### src/rtl/audio_irq_pkg.sv
package audio_irq_pkg;

  localparam int STS_W        = 32;
  localparam int MAX_STREAMS  = 8;
  localparam int CTRL_BIT     = 30;
  localparam int GLOBAL_BIT   = 31;
  localparam logic [STS_W-1:0] W1C_MASK  = 32'hC00000FF;
  localparam logic [STS_W-1:0] CTL_WMASK = 32'hC00000FF;

  // Controller-level summary: ring flags or any enabled codec change.
  function automatic logic ctrl_summary(input logic ring_irq, input logic ring_ovr,
                                        input logic codec_hit);
    return ring_irq | ring_ovr | codec_hit;
  endfunction

  // Lower 31 bits of the status word (global bit left at zero).
  function automatic logic [STS_W-1:0] compose_status(input logic [MAX_STREAMS-1:0] strm,
                                                      input logic ctrl);
    logic [STS_W-1:0] s;
    s = '0;
    s[MAX_STREAMS-1:0] = strm;
    s[CTRL_BIT] = ctrl;
    return s;
  endfunction

  // Global summary: any enabled status bit below the global bit.
  function automatic logic global_summary(input logic [STS_W-1:0] s,
                                          input logic [STS_W-1:0] en);
    return |(s[GLOBAL_BIT-1:0] & en[GLOBAL_BIT-1:0]);
  endfunction

endpackage

### src/rtl/aif_flag_bank.sv
module aif_flag_bank #(
  parameter int W = 8
) (
  input  logic         clk,
  input  logic         rst_n,
  input  logic [W-1:0] init_val,
  input  logic [W-1:0] set_ev,
  input  logic         clr_we,
  input  logic [W-1:0] clr_mask,
  output logic [W-1:0] flags
);

  for (genvar i = 0; i < W; i++) begin : g_bit
    logic q;
    always_ff @(posedge clk) begin
      if (!rst_n)           q <= init_val[i];
      else if (set_ev[i])   q <= 1'b1;
      else if (clr_we && clr_mask[i]) q <= 1'b0;
    end
    assign flags[i] = q;
  end

endmodule

### src/rtl/aif_status.sv
module aif_status
  import audio_irq_pkg::*;
#(
  parameter int NSTREAM = 8,
  parameter int NCODEC  = 15
) (
  input  logic [NSTREAM-1:0] strm_flags,
  input  logic [NCODEC-1:0]  chg_flags,
  input  logic [NCODEC-1:0]  wake_mask,
  input  logic               resp_irq,
  input  logic               resp_ovr,
  input  logic [STS_W-1:0]   int_ctl,
  output logic [STS_W-1:0]   int_sts,
  output logic               irq_level
);

  logic [MAX_STREAMS-1:0] strm_pad;
  logic                   codec_hit;
  logic                   ctrl_sum;
  logic [STS_W-1:0]       low_sts;
  logic                   glob;

  always_comb begin
    strm_pad = '0;
    strm_pad[NSTREAM-1:0] = strm_flags;
  end

  assign codec_hit = |(chg_flags & wake_mask);
  assign ctrl_sum  = ctrl_summary(resp_irq, resp_ovr, codec_hit);
  assign low_sts   = compose_status(strm_pad, ctrl_sum);
  assign glob      = global_summary(low_sts, int_ctl);

  always_comb begin
    int_sts = low_sts;
    int_sts[GLOBAL_BIT] = glob;
  end

  assign irq_level = int_sts[GLOBAL_BIT] & int_ctl[GLOBAL_BIT];

endmodule

### src/rtl/aif_irq_out.sv
module aif_irq_out (
  input  logic clk,
  input  logic rst_n,
  input  logic level,
  input  logic msg_mode,
  output logic irq_pin,
  output logic msg_pulse
);

  logic level_q;

  always_ff @(posedge clk) begin
    if (!rst_n) level_q <= 1'b0;
    else        level_q <= level;
  end

  assign irq_pin   = level & ~msg_mode;
  assign msg_pulse = msg_mode & level & ~level_q;

endmodule

### src/rtl/audio_irq_aggregator.sv
module audio_irq_aggregator
  import audio_irq_pkg::*;
#(
  parameter int NSTREAM = 8,
  parameter int NCODEC  = 15
) (
  input  logic               clk,
  input  logic               rst_n,
  input  logic               msg_mode,
  input  logic [NCODEC-1:0]  codec_present,
  input  logic [NCODEC-1:0]  codec_wake_ev,
  input  logic               chg_clr_we,
  input  logic [NCODEC-1:0]  chg_clr_data,
  input  logic [NCODEC-1:0]  wake_mask,
  input  logic               resp_irq,
  input  logic               resp_ovr,
  input  logic [NSTREAM-1:0] strm_done_ev,
  input  logic               sts_w1c_we,
  input  logic [31:0]        sts_w1c_data,
  input  logic               ctl_we,
  input  logic [31:0]        ctl_wdata,
  output logic [31:0]        int_sts,
  output logic [31:0]        int_ctl,
  output logic [NCODEC-1:0]  chg_sts,
  output logic               irq_pin,
  output logic               msg_pulse
);

  localparam logic [NSTREAM-1:0] STRM_ZERO = '0;

  logic [STS_W-1:0]   sts_clr;
  logic [NSTREAM-1:0] strm_flags;
  logic [STS_W-1:0]   ctl_q;
  logic               irq_level;

  assign sts_clr = sts_w1c_data & W1C_MASK;

  always_ff @(posedge clk) begin
    if (!rst_n)      ctl_q <= '0;
    else if (ctl_we) ctl_q <= ctl_wdata & CTL_WMASK;
  end
  assign int_ctl = ctl_q;

  aif_flag_bank #(.W(NSTREAM)) u_strm (
    .clk      (clk),
    .rst_n    (rst_n),
    .init_val (STRM_ZERO),
    .set_ev   (strm_done_ev),
    .clr_we   (sts_w1c_we),
    .clr_mask (sts_clr[NSTREAM-1:0]),
    .flags    (strm_flags)
  );

  aif_flag_bank #(.W(NCODEC)) u_chg (
    .clk      (clk),
    .rst_n    (rst_n),
    .init_val (codec_present),
    .set_ev   (codec_wake_ev),
    .clr_we   (chg_clr_we),
    .clr_mask (chg_clr_data),
    .flags    (chg_sts)
  );

  aif_status #(.NSTREAM(NSTREAM), .NCODEC(NCODEC)) u_sts (
    .strm_flags (strm_flags),
    .chg_flags  (chg_sts),
    .wake_mask  (wake_mask),
    .resp_irq   (resp_irq),
    .resp_ovr   (resp_ovr),
    .int_ctl    (ctl_q),
    .int_sts    (int_sts),
    .irq_level  (irq_level)
  );

  aif_irq_out u_out (
    .clk       (clk),
    .rst_n     (rst_n),
    .level     (irq_level),
    .msg_mode  (msg_mode),
    .irq_pin   (irq_pin),
    .msg_pulse (msg_pulse)
  );

endmodule

### config.mk
export PLATFORM = sky130hd
export DESIGN_NAME = audio_irq_aggregator
export DESIGN_NICKNAME = d
export VERILOG_FILES = /design/src/rtl/audio_irq_pkg.sv /design/src/rtl/aif_flag_bank.sv /design/src/rtl/aif_status.sv /design/src/rtl/aif_irq_out.sv /design/src/rtl/audio_irq_aggregator.sv
export SDC_FILE = /design/constraint.sdc
export NUM_CORES = 1
export LEC_CHECK = 0
export ABC_CLOCK_PERIOD_IN_PS = 3900
export BUFFER_PORTS_ARGS = -buffer_cell sky130_fd_sc_hd__buf_2
export CORE_ASPECT_RATIO = 1.25
export CORE_MARGIN = 8
export CORE_UTILIZATION = 39
export DETAILED_ROUTE_END_ITERATION = 12
export PLACE_DENSITY = 0.85
export SLEW_MARGIN = 40
export SYNTH_ARGS = -nofsm -noshare
export SYNTH_HDL_FRONTEND = slang
export SYNTH_SLANG_ARGS = --single-unit
### constraint.sdc
create_clock -name clk -period 3.9 [get_ports clk]
set_input_delay 0.585 -clock clk [delete_from_list [all_inputs] [get_ports clk]]
set_output_delay 0.585 -clock clk [all_outputs]
set_load 0.005 [all_outputs]
==> run_results.csv <==
group,metric,value,unit
outcome,status,"finished, final reports clean",
timing,period_needed,2.61,ns
setup_path,critPathLaunchType,"flop",
detailed_routing,top_layer,"met4",
final_layout,utilization,0.488,
placement,hpwl,5060,µm
synth,synth-xor-area-share,0,
timing,rsz0062_at_grt,"false",
setup_path,slowest_delay,0.43,ns
setup_path,critPathBufInv,1,
detailed_routing,drtPass1Iterations,4,
detailed_routing,wl_met3,695,µm
setup_path,crit_family,"compound AO/OA/AOI/OAI gates",
synth,yosys_warnings,0,
min_path,hp-start,"strm_done_ev[3]",
setup_path,startpoint,"u_chg.g_bit[3].q",
synth,yosys.area_share.simple,0.164,
timing,holdWs,0.528,ns
synth,synth.area.top_cells,"buf_4, edfxtp_1, dfxtp_1, mux2_2, nand3b_1",
final_layout,fin_nets,469,
placement,gp_congestion,0.756,
flow_run,drv_cap,0,
timing,worst_slack,1.29,ns
global_routing,grt_pass1_wl,9560,µm
clocking,cts.path.max_buffers,2,
synth,synthMuxAreaShare,0.121,
synth,yosysSeqAreaShare,0.375,
timing,skew,0.00652,ns
setup_path,critPathKind,"flop to output port",
placement,pre_cts_ws,1.26,ns
synth,synth_top_area_share,0.234,
timing,worst_pin_slew,0.510,ns
setup_path,crit_path_max_fanout,5,
timing,period_share,0.670,
detailed_routing,drt_iter0_markers,48,
setup_path,r2r_start,"u_chg.g_bit[3].q",
synth,synth_area_per_cell,9.82,µm²
clocking,cts_tree,"yes",
detailed_routing,viasPerCell,4.56,
clocking,cts_root_buffer,"clkbuf_8",
timing,maxSlewHeadroom,0.660,
floorplan,io_pins,221,
synth,synth_top_cell_by_area,"buf_4",
global_routing,antenna_found_initial,0,
min_path,hp-class,"primary input to flop",
clocking,cts.sinks,34,
floorplan,die_h,100,µm
setup_path,cp_data_required_time,3.31,ns
placement,port_buffers,130,
final_layout,area_delta_synth_final,20.6,%
synth,synth_top_family_by_area,"buffers and inverters",
setup_path,critPathCaptureType,"output port",
timing,slew_violations,0,
final_layout,antenna_cells,0,
synth,ys_ff_latch,34,
detailed_routing,num_vias,1795,
synth,synth_compound_area_frac,0.0891,
floorplan,initial_core_util,0.405,
timing,fmax,0.382,GHz
global_routing,grt_pass1_vias,1973,
floorplan,rows,30,
detailed_routing,met1_length,2230,µm
floorplan,dieArea,8370,µm²
floorplan,core,5480,µm²
power,cellPowerDensity,342,nW/µm²
floorplan,die_w,83.5,µm
placement,dp_cells,386,
setup_path,crit_arrival,2.03,ns
timing,finalSetupTns,0,ns
global_routing,grt_max_degree,51,
clocking,post-cts-setup-buffers,0,
setup_path,cp_slowest_cell,"a221oi_1",
power,vdd_drop_max,230,µV
setup_path,cp_cell_sequence,"a22o_1 -> a221oi_1 -> nand4_2 -> a41o_1 -> buf_2",
clocking,cts_resized,0,
global_routing,overflow,0,
clocking,clk_latency,0.28,ns
synth,synthAdderAreaFrac,0,
detailed_routing,wl,5990,µm
clocking,cts_made_buffers,5,
global_routing,grt_use_total,0.137,
detailed_routing,wl_per_cell,15.2,µm
synth,synth_cell_types,26,
detailed_routing,ant_nets,0,
final_layout,drive_gt1_frac,0.470,
synth,synthCells,226,
synth,synth_area,2220,µm²
clocking,path_clk_slew,0.07,ns
detailed_routing,drc,0,
timing,hold_violations,0,
clocking,htree_levels,2,
final_layout,fillers,508,
clocking,ctsHoldBuffers,0,
timing,finalSetupViolCount,0,
final_layout,final-instance-count-excl-fill,394,
detailed_routing,met2_length,2910,µm
power,power.leakage,1.36,nW
## synth_stat cells, drive strengths merged
library cell  count
and4              1
clkbuf            6
a221oi            3
nand4             1
a2111oi           1
mux2i            10
nor3              1
o2bb2ai           1
conb              1
nand2            25
buf              71
mux2             15
nor2              1
a41o              2
inv               1
a21oi             8
edfxtp           15
a22oi             4
a22o              4
nand3b           16
a21bo             1
nor2b            18
dfxtp            19
nor3b             1
## routing by layer
metal	global-route usage	vias up
met5	0	-
met4	0.0652	0
met3	0.0721	15
met2	0.227	111
met1	0.141	800
li1	-	869
## placed cells by master, fill, tap and decap left out, types with 3 or more instances in the layout
cell type / count
nand3b_1: 16
nor2b_1: 18
a22oi_1: 4
dfxtp_1: 19
nand2_1: 25
buf_2: 129
edfxtp_1: 15
mux2i_1: 10
a22o_1: 4
a221oi_1: 3
a21oi_1: 8
clkbuf_8: 6
mux2_2: 15
conb_1: 44
## state kept, by name, summed over array words and instances, names as in the netlist
register / flops
int_ctl: 10
u_chg.g_bit.q: 15
u_out.level_q: 1
u_strm.g_bit.q: 8
## worst paths after layout
| check | end | slack, ns | depth (start not counted) |
|---|---|---|---|
| worst max-delay path | irq_pin | 1.29 | 5 |
| worst min-delay path | u_strm.g_bit[3].q | 0.53 | 3 |
| worst max register to register | u_out.level_q | 2.18 | 4 |
| worst min register to register | u_strm.g_bit[1].q | 0.53 | 2 |
## report_power, final
group	switching, mW	leakage, nW	total, mW	internal, mW
Clock	0.127	0.0566	0.309	0.183
Sequential	0.0207	0.312	0.427	0.406
Combinational	0.0838	0.990	0.179	0.0953
## layout make-up
cell class                      count  area [µm²]  area share
Multi-Input combinational cell    157         996       0.372
Clock buffer                        8         111      0.0416
Inverter                            1        3.75     0.00140
Timing Repair Buffer              130         653       0.244
Sequential cell                    34         831       0.311
Tap cell                           64        80.1      0.0299
## worst reg2reg max path, delay by kind of cell, from the launching register on
family          cells  cell delay [ns]
compound gates      3             0.98
flops               1             0.39
simple gates        1             0.26
## stage by stage
stage | cell area (µm²) | power [mW]
4_1_cts | 2670 | 0.923
5_1_grt | 2680 | 0.964
6_report | 2680 | 0.915
3_3_place_gp | 2560 | 0.605
2_1_floorplan | 2380 | 0.579
3_5_place_dp | 2560 | 0.613
## kinds of logic after synthesis
logic type / Yosys count
flip-flops: 34
AO/OA/AOI/OAI: 24
AND/OR/NAND/NOR: 64
other: 1
multiplexers: 25
buffers and inverters: 78
(Power assumes the default switching activity.)
